## src/rtl/swpi_pkg.sv

```systemverilog
package swpi_pkg;
  localparam int unsigned ADDR_W = 3;
  localparam int unsigned ST_W   = 16;

  typedef enum logic [ADDR_W-1:0] {
    REG_STATUS   = 3'd0,
    REG_SW_COUNT = 3'd1,
    REG_SW_ALM1  = 3'd2,
    REG_SW_ALM2  = 3'd3,
    REG_PI_COUNT = 3'd4,
    REG_PI_MATCH = 3'd5
  } reg_addr_e;

  localparam int unsigned ST_SW1_FLAG = 8;
  localparam int unsigned ST_SW1_EN   = 9;
  localparam int unsigned ST_SW2_FLAG = 10;
  localparam int unsigned ST_SW2_EN   = 11;
  localparam int unsigned ST_SW_RUN   = 12;
  localparam int unsigned ST_PI_FLAG  = 13;
  localparam int unsigned ST_PI_EN    = 14;
  localparam int unsigned ST_PI_RUN   = 15;

  localparam logic [ST_W-1:0] ST_CTRL_MASK = 16'hDA00;
  localparam logic [ST_W-1:0] ST_FLAG_MASK = 16'h2500;
endpackage

```

## src/rtl/swpi_stopwatch.sv

```systemverilog
module swpi_stopwatch #(
  parameter int unsigned DATA_W   = 32,
  parameter int unsigned HUND_W   = 7,
  parameter int unsigned SEC_W    = 6,
  parameter int unsigned MIN_W    = 6,
  parameter int unsigned HOUR_W   = 13,
  parameter int unsigned HUND_MAX = 99,
  parameter int unsigned SEC_MAX  = 59,
  parameter int unsigned MIN_MAX  = 59,
  parameter int unsigned N_ALM    = 2,
  localparam int unsigned CNT_W   = HUND_W + SEC_W + MIN_W + HOUR_W
) (
  input  logic              clk_i,
  input  logic              rst_ni,
  input  logic              tick_i,
  input  logic              run_i,
  input  logic [N_ALM-1:0]  alm_en_i,
  input  logic [N_ALM-1:0]  alm_flag_i,
  input  logic              cnt_wr_i,
  input  logic [N_ALM-1:0]  alm_wr_i,
  input  logic [DATA_W-1:0] wr_data_i,
  output logic [CNT_W-1:0]  count_o,
  output logic [N_ALM-1:0]  hit_o
);
  localparam int unsigned SEC_LSB  = HUND_W;
  localparam int unsigned MIN_LSB  = SEC_LSB + SEC_W;
  localparam int unsigned HOUR_LSB = MIN_LSB + MIN_W;
  localparam logic [HUND_W-1:0] HUND_TOP = HUND_W'(HUND_MAX);
  localparam logic [SEC_W-1:0]  SEC_TOP  = SEC_W'(SEC_MAX);
  localparam logic [MIN_W-1:0]  MIN_TOP  = MIN_W'(MIN_MAX);

  logic [CNT_W-1:0]  count_q, count_nxt;
  logic [HUND_W-1:0] hund, hund_n;
  logic [SEC_W-1:0]  sec, sec_n;
  logic [MIN_W-1:0]  mins, mins_n;
  logic [HOUR_W-1:0] hour, hour_n;
  logic              c_hund, c_sec, c_min;
  logic              clr, adv;

  assign hund = count_q[SEC_LSB-1:0];
  assign sec  = count_q[MIN_LSB-1:SEC_LSB];
  assign mins = count_q[HOUR_LSB-1:MIN_LSB];
  assign hour = count_q[CNT_W-1:HOUR_LSB];

  // cascaded carries through the packed fields
  always_comb begin
    c_hund = (hund == HUND_TOP);
    c_sec  = c_hund && (sec == SEC_TOP);
    c_min  = c_sec && (mins == MIN_TOP);
    hund_n = c_hund ? '0 : hund + 1'b1;
    sec_n  = c_hund ? (c_sec ? '0 : sec + 1'b1) : sec;
    mins_n = c_sec ? (c_min ? '0 : mins + 1'b1) : mins;
    hour_n = c_min ? hour + 1'b1 : hour;
    count_nxt = {hour_n, mins_n, sec_n, hund_n};
  end

  assign clr = alm_wr_i[0];
  assign adv = tick_i && run_i && !cnt_wr_i && !clr;

  always_ff @(posedge clk_i or negedge rst_ni) begin
    if (!rst_ni)       count_q <= '0;
    else if (cnt_wr_i) count_q <= wr_data_i[CNT_W-1:0];
    else if (clr)      count_q <= '0;
    else if (adv)      count_q <= count_nxt;
  end

  for (genvar g = 0; g < N_ALM; g++) begin : g_alm
    logic [CNT_W-1:0] alarm_q;
    always_ff @(posedge clk_i or negedge rst_ni) begin
      if (!rst_ni)          alarm_q <= '0;
      else if (alm_wr_i[g]) alarm_q <= wr_data_i[CNT_W-1:0];
    end
    assign hit_o[g] = adv && alm_en_i[g] && !alm_flag_i[g] && (count_nxt == alarm_q);
  end

  assign count_o = count_q;
endmodule

```

## src/rtl/swpi_periodic.sv

```systemverilog
module swpi_periodic #(
  parameter int unsigned DATA_W = 32,
  parameter int unsigned PI_W   = 16
) (
  input  logic              clk_i,
  input  logic              rst_ni,
  input  logic              tick_i,
  input  logic              run_i,
  input  logic              en_i,
  input  logic              flag_i,
  input  logic              cnt_wr_i,
  input  logic              match_wr_i,
  input  logic [DATA_W-1:0] wr_data_i,
  output logic [PI_W-1:0]   count_o,
  output logic              hit_o
);
  logic [PI_W-1:0] count_q, match_q, count_nxt;
  logic            adv;

  assign count_nxt = count_q + 1'b1;
  assign adv       = tick_i && run_i && !cnt_wr_i;
  assign hit_o     = adv && en_i && !flag_i && (count_nxt == match_q);

  always_ff @(posedge clk_i or negedge rst_ni) begin
    if (!rst_ni)       count_q <= '0;
    else if (cnt_wr_i) count_q <= wr_data_i[PI_W-1:0];
    else if (hit_o)    count_q <= '0;
    else if (adv)      count_q <= count_nxt;
  end

  always_ff @(posedge clk_i or negedge rst_ni) begin
    if (!rst_ni)         match_q <= '0;
    else if (match_wr_i) match_q <= wr_data_i[PI_W-1:0];
  end

  assign count_o = count_q;
endmodule

```

## src/rtl/swpi_status.sv

```systemverilog
module swpi_status
  import swpi_pkg::*;
#(
  parameter int unsigned DATA_W = 32
) (
  input  logic              clk_i,
  input  logic              rst_ni,
  input  logic              st_wr_i,
  input  logic [DATA_W-1:0] wr_data_i,
  input  logic [1:0]        sw_hit_i,
  input  logic              pi_hit_i,
  output logic [ST_W-1:0]   status_o,
  output logic              irq_o
);
  logic [ST_W-1:0] st_q, st_d, set_v, wdat;

  assign wdat = wr_data_i[ST_W-1:0];

  always_comb begin
    set_v = '0;
    set_v[ST_SW1_FLAG] = sw_hit_i[0];
    set_v[ST_SW2_FLAG] = sw_hit_i[1];
    set_v[ST_PI_FLAG]  = pi_hit_i;
    st_d = st_q;
    if (st_wr_i) st_d = (wdat & ST_CTRL_MASK) | (st_q & ST_FLAG_MASK & ~wdat);
    st_d = st_d | set_v;  // new event beats write-one-to-clear
  end

  always_ff @(posedge clk_i or negedge rst_ni) begin
    if (!rst_ni) st_q <= '0;
    else         st_q <= st_d;
  end

  assign irq_o = (st_q[ST_SW1_FLAG] && st_q[ST_SW1_EN]) ||
                 (st_q[ST_SW2_FLAG] && st_q[ST_SW2_EN]) ||
                 (st_q[ST_PI_FLAG]  && st_q[ST_PI_EN]);
  assign status_o = st_q;
endmodule

```

## src/rtl/swpi_timer.sv

```systemverilog
module swpi_timer
  import swpi_pkg::*;
#(
  parameter int unsigned DATA_W = 32,
  parameter int unsigned PI_W   = 16
) (
  input  logic              clk_i,
  input  logic              rst_ni,
  input  logic              tick_100hz_i,
  input  logic              tick_1khz_i,
  input  logic              wr_en_i,
  input  logic [ADDR_W-1:0] wr_addr_i,
  input  logic [DATA_W-1:0] wr_data_i,
  output logic [ST_W-1:0]   status_o,
  output logic [DATA_W-1:0] sw_count_o,
  output logic [PI_W-1:0]   pi_count_o,
  output logic              irq_o
);
  localparam int unsigned N_ALM = 2;
  localparam int unsigned SW_W  = 32;

  logic [ST_W-1:0]  st;
  logic [SW_W-1:0]  sw_cnt;
  logic [N_ALM-1:0] sw_hit, alm_wr;
  logic             pi_hit;
  logic             wr_st, wr_swc, wr_pic, wr_pim;

  assign wr_st     = wr_en_i && (wr_addr_i == REG_STATUS);
  assign wr_swc    = wr_en_i && (wr_addr_i == REG_SW_COUNT);
  assign alm_wr[0] = wr_en_i && (wr_addr_i == REG_SW_ALM1);
  assign alm_wr[1] = wr_en_i && (wr_addr_i == REG_SW_ALM2);
  assign wr_pic    = wr_en_i && (wr_addr_i == REG_PI_COUNT);
  assign wr_pim    = wr_en_i && (wr_addr_i == REG_PI_MATCH);

  swpi_status #(.DATA_W(DATA_W)) i_status (
    .clk_i, .rst_ni,
    .st_wr_i  (wr_st),
    .wr_data_i,
    .sw_hit_i (sw_hit),
    .pi_hit_i (pi_hit),
    .status_o (st),
    .irq_o
  );

  swpi_stopwatch #(.DATA_W(DATA_W), .N_ALM(N_ALM)) i_sw (
    .clk_i, .rst_ni,
    .tick_i     (tick_100hz_i),
    .run_i      (st[ST_SW_RUN]),
    .alm_en_i   ({st[ST_SW2_EN], st[ST_SW1_EN]}),
    .alm_flag_i ({st[ST_SW2_FLAG], st[ST_SW1_FLAG]}),
    .cnt_wr_i   (wr_swc),
    .alm_wr_i   (alm_wr),
    .wr_data_i,
    .count_o    (sw_cnt),
    .hit_o      (sw_hit)
  );

  swpi_periodic #(.DATA_W(DATA_W), .PI_W(PI_W)) i_pi (
    .clk_i, .rst_ni,
    .tick_i     (tick_1khz_i),
    .run_i      (st[ST_PI_RUN]),
    .en_i       (st[ST_PI_EN]),
    .flag_i     (st[ST_PI_FLAG]),
    .cnt_wr_i   (wr_pic),
    .match_wr_i (wr_pim),
    .wr_data_i,
    .count_o    (pi_count_o),
    .hit_o      (pi_hit)
  );

  assign status_o   = st;
  assign sw_count_o = DATA_W'(sw_cnt);
endmodule

```

## config.mk

```make
export PLATFORM = sky130hd
export DESIGN_NAME = swpi_timer
export DESIGN_NICKNAME = d
export VERILOG_FILES = /design/src/rtl/swpi_pkg.sv /design/src/rtl/swpi_stopwatch.sv /design/src/rtl/swpi_periodic.sv /design/src/rtl/swpi_status.sv /design/src/rtl/swpi_timer.sv
export SDC_FILE = /design/constraint.sdc
export NUM_CORES = 1
export LEC_CHECK = 0
export BUFFER_PORTS_ARGS = -buffer_cell sky130_fd_sc_hd__buf_2
export CORE_MARGIN = 4
export CORE_UTILIZATION = 64
export DETAILED_ROUTE_END_ITERATION = 8
export HOLD_SLACK_MARGIN = 0.06
export PLACE_DENSITY = 0.95
export SYNTH_ARGS = -nofsm -noshare
export SYNTH_HDL_FRONTEND = slang
export SYNTH_SLANG_ARGS = --single-unit
export TNS_END_PERCENT = 50
```

## constraint.sdc

```tcl
create_clock -name clk_i -period 7.1 [get_ports clk_i]
set_input_delay 1.42 -clock clk_i [delete_from_list [all_inputs] [get_ports clk_i]]
set_output_delay 1.42 -clock clk_i [all_outputs]
set_load 0.02 [all_outputs]
```

---- Word-level counts from Yosys, hierarchy flattened ----
Index checks and enable logic that the tools add are counted.
cells by class
  $add $sub $neg .......................... 5
  muxes and demuxes ....................... 13
  equality and inequality tests ........... 11
  bitwise logic cells ..................... 4
  reductions and logical operators ........ 36
operators with widths
  kind                                                             count
  32-bit 2-to-1 mux                                                3
  32-bit == test                                                   2
  16-bit 2-to-1 mux                                                4
  1-bit logical AND                                                25
  6-bit 2-to-1 mux                                                 4
  16-bit by 1-bit adder with 16-bit output, second input constant  1
  14-bit by 16-bit AND with 16-bit output                          1
  16-bit == test                                                   1
  16-bit inverter                                                  1
  16-bit by 14-bit bitwise OR with 16-bit output                   1
  16-bit bitwise OR                                                1
  13-bit by 1-bit adder with 13-bit output, second input constant  1
  13-bit 2-to-1 mux                                                1
  6-bit by 1-bit adder with 6-bit output, second input constant    2
  6-bit == test, second input constant                             2
  7-bit by 1-bit adder with 7-bit output, second input constant    1
  7-bit == test, second input constant                             1
  7-bit 2-to-1 mux                                                 1
  3-bit by 2-bit == test with 1-bit output, second input constant  2
  3-bit == test, second input constant                             2
  1-bit zero test                                                  6
  3-bit nonzero test                                               2
  3-bit by 1-bit == test with 1-bit output, second input constant  1
  3-bit zero test                                                  1
  1-bit logical OR                                                 2
word-level totals
  input port bits ......................... 40
  output and inout port bits .............. 65
  flip-flop bits (word level) ............. 144
  word-level logic and storage cells ...... 75

---- Longest topological paths before layout ----
Gate-level depths: netlist (run 1).
  depth after elaboration ................. 9
  depth in mapped cells ................... 11
  gate-level depth less buffers ........... 8

---- Cells and area by module ----
From an unflattened synthesis (run 1), not the netlist that was laid out.
unflattened totals
  cells, all modules ...................... 891
  area total of the unflattened synthesis .. 8903.5 µm²
modules (own cells, without submodules)
  module          cells an instance  instances  sequential area each (µm²)  area an instance (µm²)
  swpi_stopwatch  641                1          2402.3                      6249.7
  swpi_periodic   213                1          800.8                       2180.8
  swpi_status     31                 1          200.2                       397.9
  swpi_timer      6                  1          0.0                         75.1

---- Worst setup path before layout (run 1) ----
No wires, ideal clock.
  path type ............................... input to register
  from .................................... input port wr_addr_i[0]
  to ...................................... register i_pi.count_q[12] (netlist: i_pi.count_o[12])
  slack ................................... 3795 ps
  library setup time ...................... 130 ps
  stages .................................. 10
  data arrival time ....................... 3175 ps
  path buffers ............................ 3
  data required time ...................... 6970 ps
  cell sequence ........................... clkbuf_1 > nor4bb_1 > clkbuf_1 > nor2_1 > nand4_1 > a2111oi_0 > nand4_1 > clkbuf_1 > a32oi_1 > o21ai_0
on the way
  longest elaborated chain between the ends .. 9
  elaborated cells between the ends (all ways) .. 10
  classes of those cells .................. eq/ne (1); mux (2); reduce/logical (7)
ends and longest elaborated chain
  what                             RTL line             RTL
  start, declared                  swpi_timer.sv:12     input logic [ADDR_W-1:0] wr_addr_i,
  3-bit == test (*)                swpi_timer.sv:32     assign wr_pic = wr_en_i && (wr_addr_i == REG_PI_COUNT);
  1-bit logical AND (*)            swpi_timer.sv:32
  1-bit zero test                  swpi_periodic.sv:21  assign adv = tick_i && run_i && !cnt_wr_i;
  1-bit logical AND                swpi_periodic.sv:21
  1-bit logical AND (3 in series)  swpi_periodic.sv:22  assign hit_o = adv && en_i && !flag_i && (count_nxt == match_q);
  16-bit 2-to-1 mux                swpi_periodic.sv:27  else if (hit_o) count_q <= '0;
  16-bit 2-to-1 mux                swpi_periodic.sv:26  else if (cnt_wr_i) count_q <= wr_data_i[PI_W-1:0];
  end signal, assigned             swpi_periodic.sv:26
  end signal, assigned             swpi_periodic.sv:28  else if (adv) count_q <= count_nxt;
  end, declared                    swpi_periodic.sv:17  logic [PI_W-1:0] count_q, match_q, count_nxt;
Mark *: on every way between the ends. The rest lies on a longest branch, timed or not.
A chain may end at the register's enable or synchronous reset.

---- Final worst setup path (run 1) ----
  from .................................... register i_sw.count_q[0] (netlist: i_sw.count_o[0])
  to ...................................... register i_status.st_q[10] (netlist: i_status.status_o[10])
on the way
  longest elaborated chain between the ends .. 8
  elaborated cells between the ends (all ways) .. 13
  classes of those cells .................. add/sub (1); eq/ne (2); mux (6); bitwise (1); reduce/logical (3)
ends and longest elaborated chain
  what                                                                            RTL line              RTL
  start, declared                                                                 swpi_stopwatch.sv:32  logic [CNT_W-1:0] count_q, count_nxt;
  start signal, assigned                                                          swpi_stopwatch.sv:62  else if (cnt_wr_i) count_q <= wr_data_i[CNT_W-1:0];
  start signal, assigned                                                          swpi_stopwatch.sv:64  else if (adv) count_q <= count_nxt;
  branches (longest 5 deep; another with 7-bit by 1-bit adder with 7-bit output)  -
  32-bit == test (*)                                                              swpi_stopwatch.sv:73  assign hit_o[g] = adv && alm_en_i[g] && !alm_flag_i[g] && (count_nxt == alarm_q);
  1-bit logical AND (*)                                                           swpi_stopwatch.sv:73
  16-bit by 14-bit bitwise OR with 16-bit output (*)                              swpi_status.sv:26     st_d = st_d | set_v;
  net i_status.st_d[10]                                                           swpi_status.sv:15     logic [ST_W-1:0] st_q, st_d, set_v, wdat;
  end signal, assigned                                                            swpi_status.sv:31     else st_q <= st_d;
  end, declared                                                                   swpi_status.sv:15
Mark *: on every way through the listed nets, which the timed path passes.

==> flow_summary.ini, run 1 <==
[final_layout]
final_core_util = 0.741
final_cell_mix = dfrtp_1, buf_2, nand2_1
diodes = 0
fill_cells = 919
multi_input_area_sq_um = 5020
final_common_cell = dfrtp_1
syn2layout_area_growth_pct = 12.8
regArea_sq_um = 3400
nNetsFinal = 1054
drive_gt1_frac = 0.238

[placement]
gp_congestion = 1.01
dp_hpwl_um = 18800
portBuffers = 96
dp_slack_ns = 2.82

[drt]
totalWireLength_um = 27600
ant_nets = 0
initialDrtViolationCount = 1579
drc = 0
vias = 8498
vias_per_cell = 7.09
avgRoutedWirePerCell_um = 23.0
drt-pass1-iter-count = 8

[logic_synthesis]
postSynthAreaPerCell_sq_um = 9.26
synth-seq-cells = 136
synth-edff-count = 0
yosysUniqueCellTypes = 71
yosys_warnings = 0
syn_area_sq_um = 8770
yosysSeqAreaShare = 0.388
synthFlopType = dfrtp_1
synth_async_sr_flop_share = 1.00
syn_inst = 947

[timing]
fmax_ghz = 0.239
hold_violations = 0
post-route-min-period_ns = 4.19
slew_headroom = 0.0685
fin_crit_sh = 0.590
whs_ns = 0.522
setup_viol = 0
slew_viol_final = 0
worst_pin_slew_ns = 1.39
setup_total_negative_slack_ns = 0
rsz0062_at_grt = false
clock-skew-final_ns = 0.00622
worst_slack_ns = 2.91

[run]
cap_viol_max_count = 0

[power_and_ir_drop]
p_leak_uw = 0.00419
cellPowerDensity_nw_per_um2 = 361
peakVddDrop_mv = 0.215

[global_routing]
grt_pass1_wl_um = 43200
gr-total-overflow = 0
antenna_found_initial = 0
grt_util_all_layers = 0.346
grt_pass1_vias = 7888
grt_max_degree = 86

[clock_tree]
cts_buffer_depth = 2
clock_latency_ns = 0.43
path_clk_slew_ns = 0.06
clkSinkCount = 136
post_cts_buffers = 0
cts_made_buffers = 17
root_buffer = clkbuf_16
cts_resized = 0
postCtsHoldBufs = 0
htreeDepth = 4
cts_tree = built

[worst_setup_path]
cp-end-kind = flop
start_kind = flop
required_ns = 7.43
cp_slowest_stage_delay_ns = 0.92
cp_max_fo = 23
arrival_ns = 4.52
path_cells = ha_1, buf_4, nor2b_1, nand4_1, nor2_1, mux2i_1, xnor2_1, or4_1, o31ai_1
crit_path_top_delay_cell = nor2_1
critical_path_class = flop to flop

[floorplanning]
core_sq_um = 13300
start_util = 0.657
dieArea_sq_um = 15600
die_w_um = 125
top_level_ports = 105
fp-row-count = 42
die_y_um = 125

[status]
outcome = completed

[hold_path]
holdCritPathClass = flop to flop
per-layer routing:
metal  vias up  share of wire  global-route usage  routed length [um]
li1       3585              -                   -                   -
met1      4008           0.38               0.477               10400
met2       746           0.44               0.512               12100
met3       159           0.13              0.0849                3630
met4         0          0.055               0.173                1530
met5         -              0                   0                   0
synthesized netlist by cell type, drive strengths merged, types with 17 or more instances:
cell type | number | area [sq um]
dfrtp | 136 | 3400
nor2 | 51 | 191
nand2 | 86 | 323
nand3 | 38 | 190
a31oi | 17 | 106
clkbuf | 53 | 200
o21ai | 47 | 235
nor3 | 24 | 130
mux2 | 84 | 946
xnor2 | 49 | 429
inv | 21 | 78.8
xor2 | 31 | 272
buf | 20 | 138
nand4 | 22 | 138
a21oi | 61 | 305
registers in the layout, summed over array words and instances (netlist names):
register,count
i_pi.count_o,16
i_sw.g_alm.alarm_q,64
i_status.status_o,8
i_sw.count_o,32
i_pi.match_q,16
cell type report:
class,count,share of cell area
Tap cell,176,0.0223
Clock inverter,14,0.0159
Multi-Input combinational cell,724,0.507
Inverter,21,0.00797
Sequential cell,136,0.344
Clock buffer,18,0.0434
Timing Repair Buffer,109,0.0591
power by group:
| group | total, uW | internal, uW | leakage, uW | switching (uW) |
|---|---|---|---|---|
| Combinational | 1370 | 557 | 0.00224 | 813 |
| Clock | 890 | 547 | 0.000289 | 343 |
| Sequential | 1310 | 966 | 0.00166 | 346 |
| Total | 3570 | 2070 | 0.00419 | 1500 |
worst max-delay path: cells and delay by family, from the launching register on:
kind            cells  cell delay (ns)
buf+inv             1             0.20
mux                 1             0.35
simple gates        4             2.49
xor+xnor            1             0.09
flops               1             0.54
fa+ha+maj           1             0.21
compound gates      1             0.21
kinds of logic (layout without fill, tap and decap cells):
family                     count (synthesis)  in the layout  share of synthesized area
other                                      1              8                   0.000428
buffers and inverters                     94            162                     0.0475
adders and majority gates                  5              5                    0.00714
DFF                                      136            136                      0.388
and+or+nand+nor                          332            332                      0.205
xor gates and xnor gates                  82             82                     0.0851
AOI/OAI and AO/OA                        207            207                      0.152
muxes                                     90             90                      0.115
path summary, 6_finish.rpt:
kind / from / endpoint / slack, ns / depth (start not counted)
min: i_pi.match_q[12] / i_pi.match_q[12] / 0.52 / 1
max in group asynchronous: rst_ni / i_sw.g_alm[0].alarm_q[24] / 4.71 / 2
max reg2reg: i_sw.count_o[0] / i_status.status_o[10] / 2.91 / 9
min in group asynchronous: rst_ni / i_pi.match_q[14] / 0.93 / 1
min reg2reg: i_pi.match_q[12] / i_pi.match_q[12] / 0.52 / 1
max: i_sw.count_o[0] / i_status.status_o[10] / 2.91 / 9
per-stage QoR:
step,cell area (sq um),power (uW),instances
6_report,9890,3570,1198
5_1_grt,9890,3720,1198
4_1_cts,9890,3510,1198
3_5_place_dp,9300,2610,1166
3_3_place_gp,9300,2550,1166
2_1_floorplan,8790,2170,954
No activity file was read; power rests on OpenSTA's default activity.
==> run 2: changes to the inputs <==
--- a/config.mk
+++ b/config.mk
@@ -7,10 +7,10 @@
 export LEC_CHECK = 0
 export BUFFER_PORTS_ARGS = -buffer_cell sky130_fd_sc_hd__buf_2
 export CORE_MARGIN = 4
-export CORE_UTILIZATION = 64
+export CORE_UTILIZATION = 54
 export DETAILED_ROUTE_END_ITERATION = 8
 export HOLD_SLACK_MARGIN = 0.06
-export PLACE_DENSITY = 0.95
+export PLACE_DENSITY = 0.87
 export SYNTH_ARGS = -nofsm -noshare
 export SYNTH_HDL_FRONTEND = slang
 export SYNTH_SLANG_ARGS = --single-unit
==> constraint.sdc (replaced) <==
create_clock -name clk_i -period 3.46 [get_ports clk_i]
set_input_delay 0.692 -clock clk_i [delete_from_list [all_inputs] [get_ports clk_i]]
set_output_delay 0.692 -clock clk_i [all_outputs]
set_load 0.02 [all_outputs]
==> run 2 against run 1 <==
Total power increased by 110%. Sequential share of layout area is 0.85 points lower. Routed wire length increased by 0.19%. Die area rose by 17%. Non-clock buffer count is 21 higher. Core utilization decreased by 10 points. Combinational power increased by 120%. First-iteration DRC count shrank 25%. Clock-buffer cell count did not move. Worst setup slack worse by 2.6 ns. Sequential power rose by 98%. Clock skew rose by 0.0013 ns. Critical path type unchanged. Largest power group unchanged.
==> flow_summary.ini, run 2 (synthesis gave the netlist of run 1 again) <==
[final_layout]
largest_reg_flops = 64
drive_gt1_frac = 0.254
regMostFlops = i_sw.g_alm.alarm_q
final_cell_mix = dfrtp_1, buf_2, nand2_1
final_common_cell = dfrtp_1
final_core_util = 0.638
diodes = 0
syn2layout_area_growth_pct = 15.7
nNetsFinal = 1075

[drt]
vias_per_cell = 6.56
drt-pass1-iter-count = 6
drc = 0
totalWireLength_um = 27700
initialDrtViolationCount = 1192
vias = 8258
avgRoutedWirePerCell_um = 22.0
ant_nets = 0

[global_routing]
grt_util_all_layers = 0.306
gr-total-overflow = 0
grt_pass1_wl_um = 43700
grt_max_degree = 68
grt_pass1_vias = 7888
antenna_found_initial = 0

[placement]
portBuffers = 96
gp_congestion = 1.03
dp_hpwl_um = 20000

[timing]
post-route-min-period_ns = 3.11
clock-skew-final_ns = 0.00750
slew_headroom = 0.361
fin_crit_sh = 0.899
hold_violations = 0
worst_pin_slew_ns = 0.956
slew_viol_final = 0
setup_total_negative_slack_ns = 0
setup_viol = 0
rsz0062_at_grt = false
fmax_ghz = 0.321

[worst_setup_path]
crit_start = i_sw.count_o[7]
critical_path_class = flop to flop
cp-end-kind = flop
arrival_ns = 3.44
reg2reg_depth = 8
start_kind = flop
r2r-start = i_sw.count_o[7]
cp_max_fo = 8
required_ns = 3.79

[floorplanning]
top_level_ports = 105
die_y_um = 135
fp-row-count = 46
dieArea_sq_um = 18300
start_util = 0.552
core_sq_um = 15900
die_w_um = 135

[clock_tree]
cts_made_buffers = 17
cts_resized = 0
clkSinkCount = 136
post_cts_buffers = 0
cts_tree = built
htreeDepth = 4
root_buffer = clkbuf_16
cts_buffer_depth = 2
postCtsHoldBufs = 0
clock_latency_ns = 0.42
path_clk_slew_ns = 0.06

[hold_path]
holdCritPathClass = primary input to async pin

[power_and_ir_drop]
p_leak_uw = 0.00430
peakVddDrop_mv = 0.407
cellPowerDensity_nw_per_um2 = 736

[status]
outcome = completed

[run]
cap_viol_max_count = 0
==> run 2: cell types whose count changed in the layout (fill, tap and decap cells not counted), sizes merged <==
cell,change
buf,+21
clkinv,-4
inv,+3
==> run 2: where the power goes <==
part	switching (uW)	internal (uW)	leakage, uW
clock	737	1160	0.000293
sequential	610	1980	0.00166
combinational	1770	1210	0.00234
==> run 2: area by class of cell <==
class	count	area (sq um)
Multi-Input combinational cell	724	5020
Sequential cell	136	3400
Clock buffer	18	439
Inverter	21	78.8
Tap cell	216	270
Timing Repair Buffer	130	754
Clock inverter	13	171
Fill cell	1310	5750
==> run 2: per-layer routing <==
metal / GRT usage / routed length [um] / vias up
li1: - / - / 3634
met1: 0.433 / 11500 / 3997
met2: 0.456 / 12200 / 542
met3: 0.0762 / 3030 / 85
met4: 0.114 / 983 / 0
met5: 0 / 0 / -
==> run 2: worst max-delay path, stage by stage, from the launching register on <==
cell and delay [ns]:
dfrtp_1 0.47, ha_1 0.35, nand3b_1 0.21, or4_4 0.53
o211a_2 0.18, or4_4 0.53, a2111oi_4 0.36, nand4_1 0.13
o31ai_1 0.25
==> run 2: worst paths after layout <==
path | slack, ns | to
hold reg to reg | 0.53 | i_pi.match_q[7]
max in group asynchronous | 2.40 | i_sw.g_alm[1].alarm_q[22]
setup / recovery | 0.35 | i_status.status_o[10]
setup reg to reg | 0.35 | i_status.status_o[10]
hold / removal | 0.26 | i_pi.count_o[11]
min in group clk_i | 0.50 | i_sw.count_o[30]
==> run 2: metrics by stage <==
stage / setup slack (ns) / power (uW) / std cells / area, sq um / hold WS, ns
global placement: 0.455 / 5390 / 1227 / 9530 / 0.507
floorplan: 0.516 / 4460 / 954 / 8790 / 0.396
CTS: 0.371 / 7400 / 1258 / 10100 / 0.283
global route: 0.159 / 7840 / 1258 / 10100 / 0.320
detailed placement: 0.378 / 5470 / 1227 / 9530 / 0.514
finish: 0.349 / 7470 / 1258 / 10100 / 0.261
